$ cat src/rtl/gpio_bank_pkg.sv
package gpio_bank_pkg;
  localparam int unsigned ADDR_W = 3;
  localparam logic [ADDR_W-1:0] A_DATA   = 3'd0;
  localparam logic [ADDR_W-1:0] A_DIR    = 3'd1;
  localparam logic [ADDR_W-1:0] A_ALT    = 3'd2;
  localparam logic [ADDR_W-1:0] A_ODRAIN = 3'd3;
  localparam logic [ADDR_W-1:0] A_INV    = 3'd4;
endpackage

$ cat src/rtl/gpio_sync.sv
module gpio_sync #(
  parameter int unsigned WIDTH  = 24,
  parameter int unsigned STAGES = 2
) (
  input  logic             clk_i,
  input  logic             rst_ni,
  input  logic [WIDTH-1:0] d_i,
  output logic [WIDTH-1:0] q_o
);
  logic [STAGES-1:0][WIDTH-1:0] stage_q;

  for (genvar s = 0; s < STAGES; s++) begin : g_stage
    always_ff @(posedge clk_i or negedge rst_ni) begin
      if (!rst_ni) stage_q[s] <= '0;
      else if (s == 0) stage_q[s] <= d_i;
      else stage_q[s] <= stage_q[(s == 0) ? 0 : s-1];
    end
  end

  assign q_o = stage_q[STAGES-1];
endmodule

$ cat src/rtl/gpio_regs.sv
module gpio_regs
  import gpio_bank_pkg::*;
#(
  parameter int unsigned WIDTH  = 24,
  parameter int unsigned DATA_W = 32
) (
  input  logic              clk_i,
  input  logic              rst_ni,
  input  logic              wr_i,
  input  logic [ADDR_W-1:0] addr_i,
  input  logic [WIDTH-1:0]  wdata_i,
  input  logic              safe_i,
  input  logic [WIDTH-1:0]  pin_sync_i,
  output logic [WIDTH-1:0]  out_q_o,
  output logic [WIDTH-1:0]  dir_q_o,
  output logic [WIDTH-1:0]  alt_q_o,
  output logic [WIDTH-1:0]  od_q_o,
  output logic [WIDTH-1:0]  inv_q_o,
  output logic [DATA_W-1:0] rdata_o
);
  localparam int unsigned PAD_W = DATA_W - WIDTH;

  always_ff @(posedge clk_i or negedge rst_ni) begin
    if (!rst_ni) begin
      out_q_o <= '0;
      alt_q_o <= '0;
      inv_q_o <= '0;
    end else if (wr_i) begin
      if (addr_i == A_DATA) out_q_o <= wdata_i;
      if (addr_i == A_ALT)  alt_q_o <= wdata_i;
      if (addr_i == A_INV)  inv_q_o <= wdata_i;
    end
  end

  // safe-state has priority over a same-cycle write
  always_ff @(posedge clk_i or negedge rst_ni) begin
    if (!rst_ni) begin
      dir_q_o <= '0;
      od_q_o  <= '0;
    end else if (safe_i) begin
      dir_q_o <= '0;
      od_q_o  <= '0;
    end else if (wr_i) begin
      if (addr_i == A_DIR)    dir_q_o <= wdata_i;
      if (addr_i == A_ODRAIN) od_q_o  <= wdata_i;
    end
  end

  logic [WIDTH-1:0] rsel;
  always_comb begin
    case (addr_i)
      A_DATA:   rsel = pin_sync_i;
      A_DIR:    rsel = dir_q_o;
      A_ALT:    rsel = alt_q_o;
      A_ODRAIN: rsel = od_q_o;
      A_INV:    rsel = inv_q_o;
      default:  rsel = '0;
    endcase
  end

  assign rdata_o = {{PAD_W{1'b0}}, rsel};
endmodule

$ cat src/rtl/gpio_drive.sv
module gpio_drive #(
  parameter int unsigned WIDTH = 24
) (
  input  logic [WIDTH-1:0] out_q_i,
  input  logic [WIDTH-1:0] alt_i,
  input  logic [WIDTH-1:0] dir_q_i,
  input  logic [WIDTH-1:0] alt_q_i,
  input  logic [WIDTH-1:0] od_q_i,
  input  logic [WIDTH-1:0] inv_q_i,
  output logic [WIDTH-1:0] pad_o,
  output logic [WIDTH-1:0] pad_oe_o
);
  for (genvar b = 0; b < WIDTH; b++) begin : g_bit
    logic src, fin;
    assign src = alt_q_i[b] ? alt_i[b] : out_q_i[b];
    assign fin = src ^ inv_q_i[b];
    // open-drain: drive low only, direction ignored
    assign pad_o[b]    = od_q_i[b] ? 1'b0 : fin;
    assign pad_oe_o[b] = od_q_i[b] ? ~fin : dir_q_i[b];
  end
endmodule

$ cat src/rtl/gpio_bank.sv
module gpio_bank
  import gpio_bank_pkg::*;
#(
  parameter int unsigned WIDTH       = 24,
  parameter int unsigned DATA_W      = 32,
  parameter int unsigned SYNC_STAGES = 2
) (
  input  logic              clk_i,
  input  logic              rst_ni,
  input  logic              bus_wr_i,
  input  logic [ADDR_W-1:0] bus_addr_i,
  input  logic [DATA_W-1:0] bus_wdata_i,
  output logic [DATA_W-1:0] bus_rdata_o,
  input  logic              safe_i,
  input  logic [WIDTH-1:0]  pin_i,
  input  logic [WIDTH-1:0]  alt_i,
  output logic [WIDTH-1:0]  pad_o,
  output logic [WIDTH-1:0]  pad_oe_o
);
  logic [WIDTH-1:0] pin_sync, out_q, dir_q, alt_q, od_q, inv_q;
  logic unused_wdata;
  assign unused_wdata = ^bus_wdata_i[DATA_W-1:WIDTH];

  gpio_sync #(.WIDTH(WIDTH), .STAGES(SYNC_STAGES)) u_sync (
    .clk_i (clk_i),
    .rst_ni(rst_ni),
    .d_i   (pin_i),
    .q_o   (pin_sync)
  );

  gpio_regs #(.WIDTH(WIDTH), .DATA_W(DATA_W)) u_regs (
    .clk_i     (clk_i),
    .rst_ni    (rst_ni),
    .wr_i      (bus_wr_i),
    .addr_i    (bus_addr_i),
    .wdata_i   (bus_wdata_i[WIDTH-1:0]),
    .safe_i    (safe_i),
    .pin_sync_i(pin_sync),
    .out_q_o   (out_q),
    .dir_q_o   (dir_q),
    .alt_q_o   (alt_q),
    .od_q_o    (od_q),
    .inv_q_o   (inv_q),
    .rdata_o   (bus_rdata_o)
  );

  gpio_drive #(.WIDTH(WIDTH)) u_drive (
    .out_q_i (out_q),
    .alt_i   (alt_i),
    .dir_q_i (dir_q),
    .alt_q_i (alt_q),
    .od_q_i  (od_q),
    .inv_q_i (inv_q),
    .pad_o   (pad_o),
    .pad_oe_o(pad_oe_o)
  );
endmodule

$ cat config.mk
export PLATFORM = sky130hd
export DESIGN_NAME = gpio_bank
export DESIGN_NICKNAME = d
export VERILOG_FILES = /design/src/rtl/gpio_bank_pkg.sv /design/src/rtl/gpio_sync.sv /design/src/rtl/gpio_regs.sv /design/src/rtl/gpio_drive.sv /design/src/rtl/gpio_bank.sv
export SDC_FILE = /design/constraint.sdc
export NUM_CORES = 1
export LEC_CHECK = 0
export BUFFER_PORTS_ARGS = -buffer_cell sky130_fd_sc_hd__buf_2
export CORE_MARGIN = 4
export CORE_UTILIZATION = 30
export CTS_CLUSTER_DIAMETER = 60
export DETAILED_ROUTE_END_ITERATION = 8
export PLACE_DENSITY = 0.49
export SYNTH_ARGS = -nofsm -noshare
export SYNTH_HDL_FRONTEND = slang
export SYNTH_HIERARCHICAL = 1
export SYNTH_SLANG_ARGS = --single-unit
$ cat constraint.sdc
create_clock -name clk_i -period 4.6 [get_ports clk_i]
set_clock_uncertainty 0.15 [all_clocks]
set_input_delay 0.92 -clock clk_i [delete_from_list [all_inputs] [get_ports clk_i]]
set_output_delay 0.92 -clock clk_i [all_outputs]
set_load 0.02 [all_outputs]
==> flow_summary.ini, run 1 <==
[synth]
syn-mean-instance-area_um2 = 13.7
netlist.top_cell.by_area = dfrtp_1
yosys-top-cells-count = 168 x dfrtp_1, 74 x mux2_2, 48 x a22o_1, 38 x buf_4, 34 x mux2_4
asyncSetResetFlopFracSynth_pct = 100
yosysUniqueCellTypes = 28
mappedNetlistArea_um2 = 7730
area_fraction_of_the_dominant_cell_type_after_synthesis_pct = 54.4
synth_cells = 562
synth_sequential_area_ratio_pct = 54.4
synth.most_common_cell = dfrtp_1
synth_edf_count = 0
ys_seq_elements = 168
yosys_most_used_dff = dfrtp_1
synth-warning-count = 6
post_synth_main_area_contributors = dfrtp_1 54%, mux2_2 11%, mux2_4 6.6%, a22o_1 5.4%, buf_4 3.7%

[routing]
post_drt_wl_per_cell_um = 21.7
drt-initial-drc-count = 233
route.detailed.drc = 0
viasPerCell = 4.95
detail_route.first_pass.iterations = 5
routed_wl_mm = 22.4
vias = 5121
ant_nets = 0

[global_route]
first_global_vias = 5660
grt_pass1_wl_mm = 34.6
grt_antenna_before_repair = 5
gr-total-overflow = 0
grt_start_max_net_pins = 102
grt_util_all_layers_pct = 15.9

[placed_design]
place_ws_ns = 0.762
port-buffer-count = 150
estimated_wirelength_of_the_detail_placed_design_mm = 14.5
routabilityCongestion = 0.770

[clocking]
clk_root_buffer_cell = clkbuf_16
cts.repair.resized = 0
clk_path_buf_depth = 2
cts_hold_repair.buffers = 0
htreeDepth = 4
post-cts-setup-buffer-count = 0
cts.sink_count = 168
cts_tree = done
path_clk_slew_ns = 0.07
numCtsBuffers = 17
clk_latency_ns = 0.42

[die]
core-area_um2 = 25300
die_area_um2 = 28400
rows = 58
io_pins = 167
die_height_um = 168
floorplan.initialDensity_pct = 30.6
die_w_um = 168

[final_layout]
drive_gt1_share_pct = 45.5
synthToLayoutAreaGrowth_pct = 20.2
antenna_cells = 0
filler_cell_count = 2485
finalNetCount = 778

[timing]
slew-limit-headroom_pct = 33.0
setup_tns_ns = 0
hold_violations = 0
fmax_mhz = 263
worst_slew_pin_slew_ns = 1.01
maxSlewViolCount = 0
setup_repair_after_global_routing_missed_its_margin = no
timing.final.setup_violations = 0
fin_crit_sh_pct = 82.7
period_needed_ns = 3.80
setup_ws_ns = 0.797

[setup_path]
crit_arrival_ns = 2.73
timing.critical_path.fanout_max = 31
crit_path_end_kind = primary output
critical_path.startpoint = bus_addr_i[0]
cp-start-kind = input pin
critPathKind = input pin to primary output
worstPathRequired_ns = 3.53
crit-reg2reg-launch = u_regs/inv_q_o[13]

[run_status]
outcome = finished clean

[power_and_ir_drop]
seq_power_share_pct = 42.9
netSwitchingFraction_pct = 31.2
combinationalPowerShare_pct = 21.9
p_leak_nw = 4.33
internal_power_consumption_w = 0.00285
power.density_cell_area_nw_per_um2 = 445
switchingPower_w = 0.00129
share_clk_of_total_power_pct = 35.2
irDropWorstVdd_mv = 0.227

[hold_path]
timing.hold.worst.class = flop to flop
hp-start = u_sync/stage_q[7]

[job]
drv_cap = 0
-- power by group through the flow --
stage                     clock network, W  logic [W]  registers [W]
after floorplan                          0   0.000623        0.00177
final                              0.00146   0.000905        0.00178
after global routing               0.00157   0.000987        0.00180
after global placement                   0   0.000893        0.00179
after detailed placement                 0   0.000913        0.00180
after CTS                          0.00151   0.000916        0.00178
-- state kept, by name (all words and copies together) (netlist names) --
signal / flops
u_regs/alt_q_o: 24
u_regs/inv_q_o: 24
u_regs/dir_q_o: 24
u_regs/od_q_o: 24
u_regs/out_q_o: 24
u_sync/q_o: 24
u_sync/stage_q: 24
-- worst max-delay path: stages --
cell and delay (ns):
buf_2 0.10, buf_4 0.53, inv_2 0.50, a32oi_1 0.31, o21ai_0 0.15, buf_2 0.21
-- metal layers --
metal	vias to the layer above	wire [um]	part of all wire [%]	global-route usage, %
met5	-	41	0.18	0
met4	8	248	1.1	3.60
met3	26	1330	5.9	3.95
met2	167	10500	47	25.7
met1	2622	10300	46	21.7
li1	2298	-	-	-
-- placed cells by master (no fill, tap or decap), types with 2 or more instances in the layout --
master	n
o21ai_0	17
mux2i_1	24
mux2_1	12
bufinv_16	2
o21ai_1	7
nor2b_4	2
nor3_4	2
dfrtp_1	168
a22o_1	48
mux2_2	74
inv_6	4
inv_8	2
nor4_4	2
a31oi_4	2
clkinv_4	2
nor2_1	24
mux2_4	34
buf_2	149
a32oi_1	24
conb_1	8
a22oi_1	23
xor2_1	24
buf_4	17
clkinvlp_4	3
clkbuf_16	17
-- final timing paths --
path / endpoint / slack [ns] / cells after the start
max reg2reg: u_regs/inv_q_o[13] / 3.63 / 1
max in group asynchronous: u_regs/od_q_o[19] / 2.95 / 2
max: bus_rdata_o[9] / 0.80 / 6
min: u_sync/q_o[7] / 0.19 / 0
min reg2reg: u_sync/q_o[7] / 0.19 / 0
min in group asynchronous: u_sync/q_o[2] / 0.36 / 1
-- kinds of logic (layout without fill, tap and decap cells) --
group | Yosys count | count (layout) | share of synthesized area (%)
mux | 144 | 144 | 22.3
xor+xnor | 24 | 24 | 2.72
buf+inv | 67 | 202 | 5.55
flops | 168 | 168 | 54.4
compound gates | 122 | 122 | 12.2
simple gates | 36 | 36 | 2.79
other cells | 1 | 8 | 0.0485
-- final cells by class --
cell class              instances  area [um^2]  area share [%]
flip-flops and latches        168         4200            45.3
multi-input cells             334         3170            34.1
repair buffers                168          905            9.74
clock buffers                  18          429            4.62
well taps                     330          413            4.45
clock inverters                14          163            1.75
inverters                       2         7.51          0.0808
-- metrics by stage --
stage	hold slack (ns)	total power [W]	cell area, um^2	util (%)	cells
floorplan	0.181	0.00239	7750	-	569
global placement	0.186	0.00269	8700	34.4	1002
detailed placement	0.185	0.00272	8700	34.4	1002
CTS	0.201	0.00420	9290	36.8	1034
global route	0.202	0.00436	9290	36.8	1034
finish	0.195	0.00414	9290	36.8	1034
Power figures use the tool's default switching activity.
==> run 2, diff against run 1 <==
--- a/config.mk
+++ b/config.mk
@@ -10,7 +10,7 @@
 export CORE_UTILIZATION = 30
 export CTS_CLUSTER_DIAMETER = 60
 export DETAILED_ROUTE_END_ITERATION = 8
-export PLACE_DENSITY = 0.49
+export PLACE_DENSITY = 0.51
 export SYNTH_ARGS = -nofsm -noshare
 export SYNTH_HDL_FRONTEND = slang
 export SYNTH_HIERARCHICAL = 1
==> constraint.sdc (replaced) <==
create_clock -name clk_i -period 3.2 [get_ports clk_i]
set_clock_uncertainty 0.15 [all_clocks]
set_input_delay 0.64 -clock clk_i [delete_from_list [all_inputs] [get_ports clk_i]]
set_output_delay 0.64 -clock clk_i [all_outputs]
set_load 0.02 [all_outputs]
==> flow_summary.ini, run 2 (synthesized netlist as in run 1, its figures left out) <==
[timing]
maxSlewViolCount = 0
hold_violations = 0
fin_crit_sh_pct = 94.8
setup_tns_ns = 0
setup_repair_after_global_routing_missed_its_margin = no
worst_slew_pin_slew_ns = 1.05
slew-limit-headroom_pct = 30.3
timing.final.setup_violations = 0
fin_worst_hold_slack_ns = 0.157
period_needed_ns = 3.03
fmax_mhz = 330

[die]
io_pins = 167
die_area_um2 = 28400
die_w_um = 168
core-area_um2 = 25300
die_height_um = 168
rows = 58
floorplan.initialDensity_pct = 30.6

[setup_path]
ff2ff_setup_slack_ns = 2.23
critical_path.most_common_cell = buf_2
crit-reg2reg-launch = u_regs/inv_q_o[14]
levels_on_crit_path = 5
worst_r2r_endpoint = u_regs/inv_q_o[14]
timing.critical_path.slowest_stage_cell = nor2_4
crit_arrival_ns = 2.24
worstRegToRegCells = 1
critPathBufInv = 2
timing.critical_path.fanout_max = 24
cp-start-kind = input pin
crit_chain = buf_2 > nor2_4 > a32oi_1 > o21ai_0 > buf_2
crit_path_end_kind = primary output
critPathKind = input pin to primary output
critical-path-max-stage-delay_ns = 0.74
cp_top_family = simple AND/OR/NAND/NOR gates
worstPathRequired_ns = 2.41

[final_layout]
multi_input_comb_area_um2 = 3180
layout_commonest_cell = dfrtp_1
drive_gt1_share_pct = 46.1
synthToLayoutAreaGrowth_pct = 21.1
finalNetCount = 785
seqCellArea_um2 = 4200
filler_cell_count = 2484
antenna_cells = 0
layout_common_cells = 168 x dfrtp_1, 149 x buf_2, 74 x mux2_2

[hold_path]
hp-start = pin_i[17]
timing.hold.worst.class = input pin to flop
hold-path-cell-count = 1
hold_path_end = u_sync/stage_q[17]

[power_and_ir_drop]
combinationalPowerShare_pct = 22.1
netSwitchingFraction_pct = 32.5
irDropWorstVdd_mv = 0.269
switchingPower_w = 0.00191
p_leak_nw = 4.38
internal_power_consumption_w = 0.00397
power.density_cell_area_nw_per_um2 = 629
share_clk_of_total_power_pct = 34.5
seq_power_share_pct = 43.4

[global_route]
first_global_vias = 5719
grt_antenna_before_repair = 3
grt_start_max_net_pins = 169
grt_util_all_layers_pct = 16.0
grt_pass1_wl_mm = 34.6
gr-total-overflow = 0

[placed_design]
port-buffer-count = 150
routabilityCongestion = 0.795
estimated_wirelength_of_the_detail_placed_design_mm = 14.5

[clocking]
cts_tree = done
cts_hold_repair.buffers = 0
cts.sink_count = 168
clk_latency_ns = 0.44
clk_root_buffer_cell = clkbuf_16
htreeDepth = 4
path_clk_slew_ns = 0.08
cts.repair.resized = 0
clk_path_buf_depth = 2
numCtsBuffers = 17
post-cts-setup-buffer-count = 0

[routing]
post_drt_wl_per_cell_um = 21.6
viasPerCell = 4.96
vias = 5163
ant_nets = 0
drt-initial-drc-count = 376
detail_route.first_pass.iterations = 4
routed_wl_mm = 22.5
route.detailed.drc = 0

[run_status]
outcome = finished clean

[job]
drv_cap = 0
run 2: area by class of cell:
| type | count | area share [%] |
|---|---|---|
| tap | 330 | 4.41 |
| sequential | 168 | 44.9 |
| clock inverter | 15 | 1.66 |
| multi-input combinational | 334 | 34.0 |
| timing repair buffer | 175 | 10.4 |
| inverter | 2 | 0.0803 |
| clock buffer | 17 | 4.55 |
run 2: power by group through the flow:
stage	registers [W]	logic [W]	clock network, W
6_report	0.00255	0.00130	0.00203
5_1_grt	0.00259	0.00141	0.00218
4_1_cts	0.00255	0.00132	0.00210
3_5_place_dp	0.00259	0.00132	0
3_3_place_gp	0.00258	0.00129	0
2_1_floorplan	0.00254	0.000896	0
run 2: worst max-delay path by stage:
| stage | slack (ns) | end | startpoint |
|---|---|---|---|
| 2_1_floorplan | 0.68 | bus_rdata_o[17] | bus_addr_i[0] |
| 3_3_place_gp | 0.14 | bus_rdata_o[5] | bus_addr_i[1] |
| 3_5_place_dp | 0.16 | u_regs/dir_q_o[5] | bus_addr_i[1] |
| 4_1_cts | 0.18 | bus_rdata_o[5] | bus_addr_i[1] |
| 5_1_grt | 0.05 | bus_rdata_o[5] | bus_addr_i[1] |
| 6_report | 0.17 | bus_rdata_o[5] | bus_addr_i[1] |
run 2: metal layers:
metal / share of wire, % / wire [um] / GRT usage, %
met1: 47 / 10600 / 22.4
met2: 47 / 10600 / 25.2
met3: 5.1 / 1150 / 4.04
met4: 0.87 / 196 / 3.49
met5: 0.12 / 27 / 0
run 2: metrics by stage:
stage | setup WS [ns] | power (W) | cells | cell area [um^2] | util [%]
2_1_floorplan | 0.682 | 0.00344 | 569 | 7750 | -
3_3_place_gp | 0.143 | 0.00387 | 1009 | 8770 | 34.7
3_5_place_dp | 0.158 | 0.00391 | 1009 | 8770 | 34.7
4_1_cts | 0.177 | 0.00597 | 1041 | 9350 | 37.0
5_1_grt | 0.0450 | 0.00618 | 1041 | 9350 | 37.0
6_report | 0.166 | 0.00588 | 1041 | 9350 | 37.0
==> run 3, diff against run 2 <==
--- a/config.mk
+++ b/config.mk
@@ -13,5 +13,4 @@
 export PLACE_DENSITY = 0.51
 export SYNTH_ARGS = -nofsm -noshare
 export SYNTH_HDL_FRONTEND = slang
-export SYNTH_HIERARCHICAL = 1
 export SYNTH_SLANG_ARGS = --single-unit
==> flow_summary.ini, run 3 <==
[global_route]
grt_util_all_layers_pct = 15.4
grt_antenna_before_repair = 2
first_global_vias = 5354
gr-total-overflow = 0
groute.layer.met1.usage_pct = 20.6
grt_pass1_wl_mm = 31.3
grt_start_max_net_pins = 73
busiest_layer = met2
groute.layer.met3.usage_pct = 4.54
use_met2_pct = 24.5

[die]
core-area_um2 = 24300
die_w_um = 165
io_pins = 167
rows = 57
floorplan.initialDensity_pct = 30.4
die_height_um = 165
die_area_um2 = 27200

[synth]
yosys_most_used_dff = dfrtp_1
yosys-top-cells-count = 168 x dfrtp_1, 90 x mux2_2, 48 x a22o_1, 48 x mux2i_1, 25 x nor2_1
mappedNetlistArea_um2 = 7400
synth.most_common_cell = dfrtp_1
synth_cells = 511
syn-mean-instance-area_um2 = 14.5
synth_sequential_area_ratio_pct = 56.8
synth_edf_count = 0
area_fraction_of_the_dominant_cell_type_after_synthesis_pct = 56.8
synth-warning-count = 0
asyncSetResetFlopFracSynth_pct = 100
ys_seq_elements = 168
yosysUniqueCellTypes = 23
post_synth_main_area_contributors = dfrtp_1 57%, mux2_2 14%, mux2i_1 6.5%, a22o_1 5.7%, a221o_1 3.1%
netlist.top_cell.by_area = dfrtp_1

[setup_path]
critPathKind = input pin to primary output
worstRegToRegCells = 1
worst_r2r_endpoint = u_regs.alt_q_o[5]
ff2ff_setup_slack_ns = 2.24
crit-reg2reg-launch = u_regs.alt_q_o[5]
worstPathRequired_ns = 2.41
critical_path.startpoint = bus_addr_i[2]
crit_arrival_ns = 2.25
worst_setup_path_endpoint = bus_rdata_o[5]
timing.critical_path.fanout_max = 13
crit_path_end_kind = primary output
cp-start-kind = input pin

[final_layout]
multi_input_comb_area_um2 = 2960
synthToLayoutAreaGrowth_pct = 24.0
antenna_cells = 0
finalNetCount = 758
layout.cells.non_filler = 1008
layout_commonest_cell = dfrtp_1
drive_gt1_share_pct = 44.4
seqCellArea_um2 = 4200
layout_common_cells = 168 x dfrtp_1, 149 x buf_2, 90 x mux2_2
final_area_um2 = 9180
filler_cell_count = 2324

[routing]
post_drt_wl_per_cell_um = 20.3
ant_nets = 0
vias = 4860
detail_route.first_pass.iterations = 4
viasPerCell = 4.82
drt-initial-drc-count = 226
route.detailed.drc = 0
routed_wl_mm = 20.4

[power_and_ir_drop]
p_leak_nw = 4.38
power.density_cell_area_nw_per_um2 = 653
irDropWorstVdd_mv = 0.243

[placed_design]
dp_cells = 976
routabilityCongestion = 0.762
dpl_cell_area_um2 = 8540
port-buffer-count = 150
estimated_wirelength_of_the_detail_placed_design_mm = 13.6

[timing]
slew-limit-headroom_pct = 44.2
setup_repair_after_global_routing_missed_its_margin = no
timing.final.setup_violations = 0
fin_crit_sh_pct = 95.0
setup_tns_ns = 0
maxSlewViolCount = 0
worst_slew_pin_slew_ns = 0.836
fmax_mhz = 329
fin_worst_hold_slack_ns = 0.0928
hold_violations = 0
period_needed_ns = 3.04

[clocking]
post-cts-setup-buffer-count = 0
clk_root_buffer_cell = clkbuf_16
cts_tree = done
clk_latency_ns = 0.43
clk_path_buf_depth = 2
cts.sink_count = 168
htreeDepth = 4
cts.repair.resized = 0
path_clk_slew_ns = 0.07
numCtsBuffers = 17
cts_hold_repair.buffers = 0

[job]
drv_cap = 0

[run_status]
outcome = finished clean

[hold_path]
timing.hold.worst.class = input pin to async pin
-- run 3: area by class of cell --
cell class / instances / share of cell area, %
Multi-Input combinational cell: 312 / 32.3
Timing Repair Buffer: 172 / 10.6
Clock inverter: 15 / 2.25
Tap cell: 324 / 4.42
Clock buffer: 17 / 4.64
Sequential cell: 168 / 45.8
-- run 3: how the worst min path moves through the flow --
stage,endpoint,start,slack (ns),cells after the start
after floorplan,u_sync.q_o[0],u_sync.stage_q[0],0.18,0
after global placement,u_sync.q_o[11],u_sync.stage_q[11],0.18,0
after detailed placement,u_sync.q_o[19],u_sync.stage_q[19],0.18,0
after CTS,u_sync.stage_q[19],rst_ni,0.11,1
after global routing,u_regs.out_q_o[19],rst_ni,0.13,1
final,u_sync.stage_q[19],rst_ni,0.09,1
-- run 3: through the flow --
stage                     total power [W]  worst slack (ns)  util, %
after floorplan                   0.00337             0.735        -
after global placement            0.00379            0.0792     35.1
after detailed placement          0.00383            0.0575     35.1
after CTS                         0.00608            0.0492     37.7
after global routing              0.00630            0.0206     37.7
final                             0.00599             0.159     37.7
-- run 3: power breakdown --
part	total (W)	switching, W	internal (W)	leakage [nW]
registers	0.00255	0.000179	0.00237	2.09
clock network	0.00222	0.000953	0.00127	0.312
logic	0.00122	0.000704	0.000519	1.98
total	0.00599	0.00184	0.00415	4.38
-- run 3: worst max-delay path: stages --
cell	delay, ns
buf_2	0.12
nor3b_4	0.70
buf_4	0.38
a221o_1	0.21
buf_2	0.17
-- run 3: kinds of logic (layout without fill, tap and decap cells) --
logic type	Yosys count	in the layout	share of synthesized area, %
simple gates	37	37	3.31
buf+inv	38	204	3.75
flops	168	168	56.8
compound gates	98	98	12.0
other cells	1	8	0.0507
xor+xnor	24	24	2.84
mux	145	145	21.3
-- run 3: per-layer routing --
layer / routed length, um / vias up
li1: - / 2212
met1: 9340 / 2490
met2: 9750 / 129
met3: 1100 / 25
met4: 217 / 4
met5: 21 / -
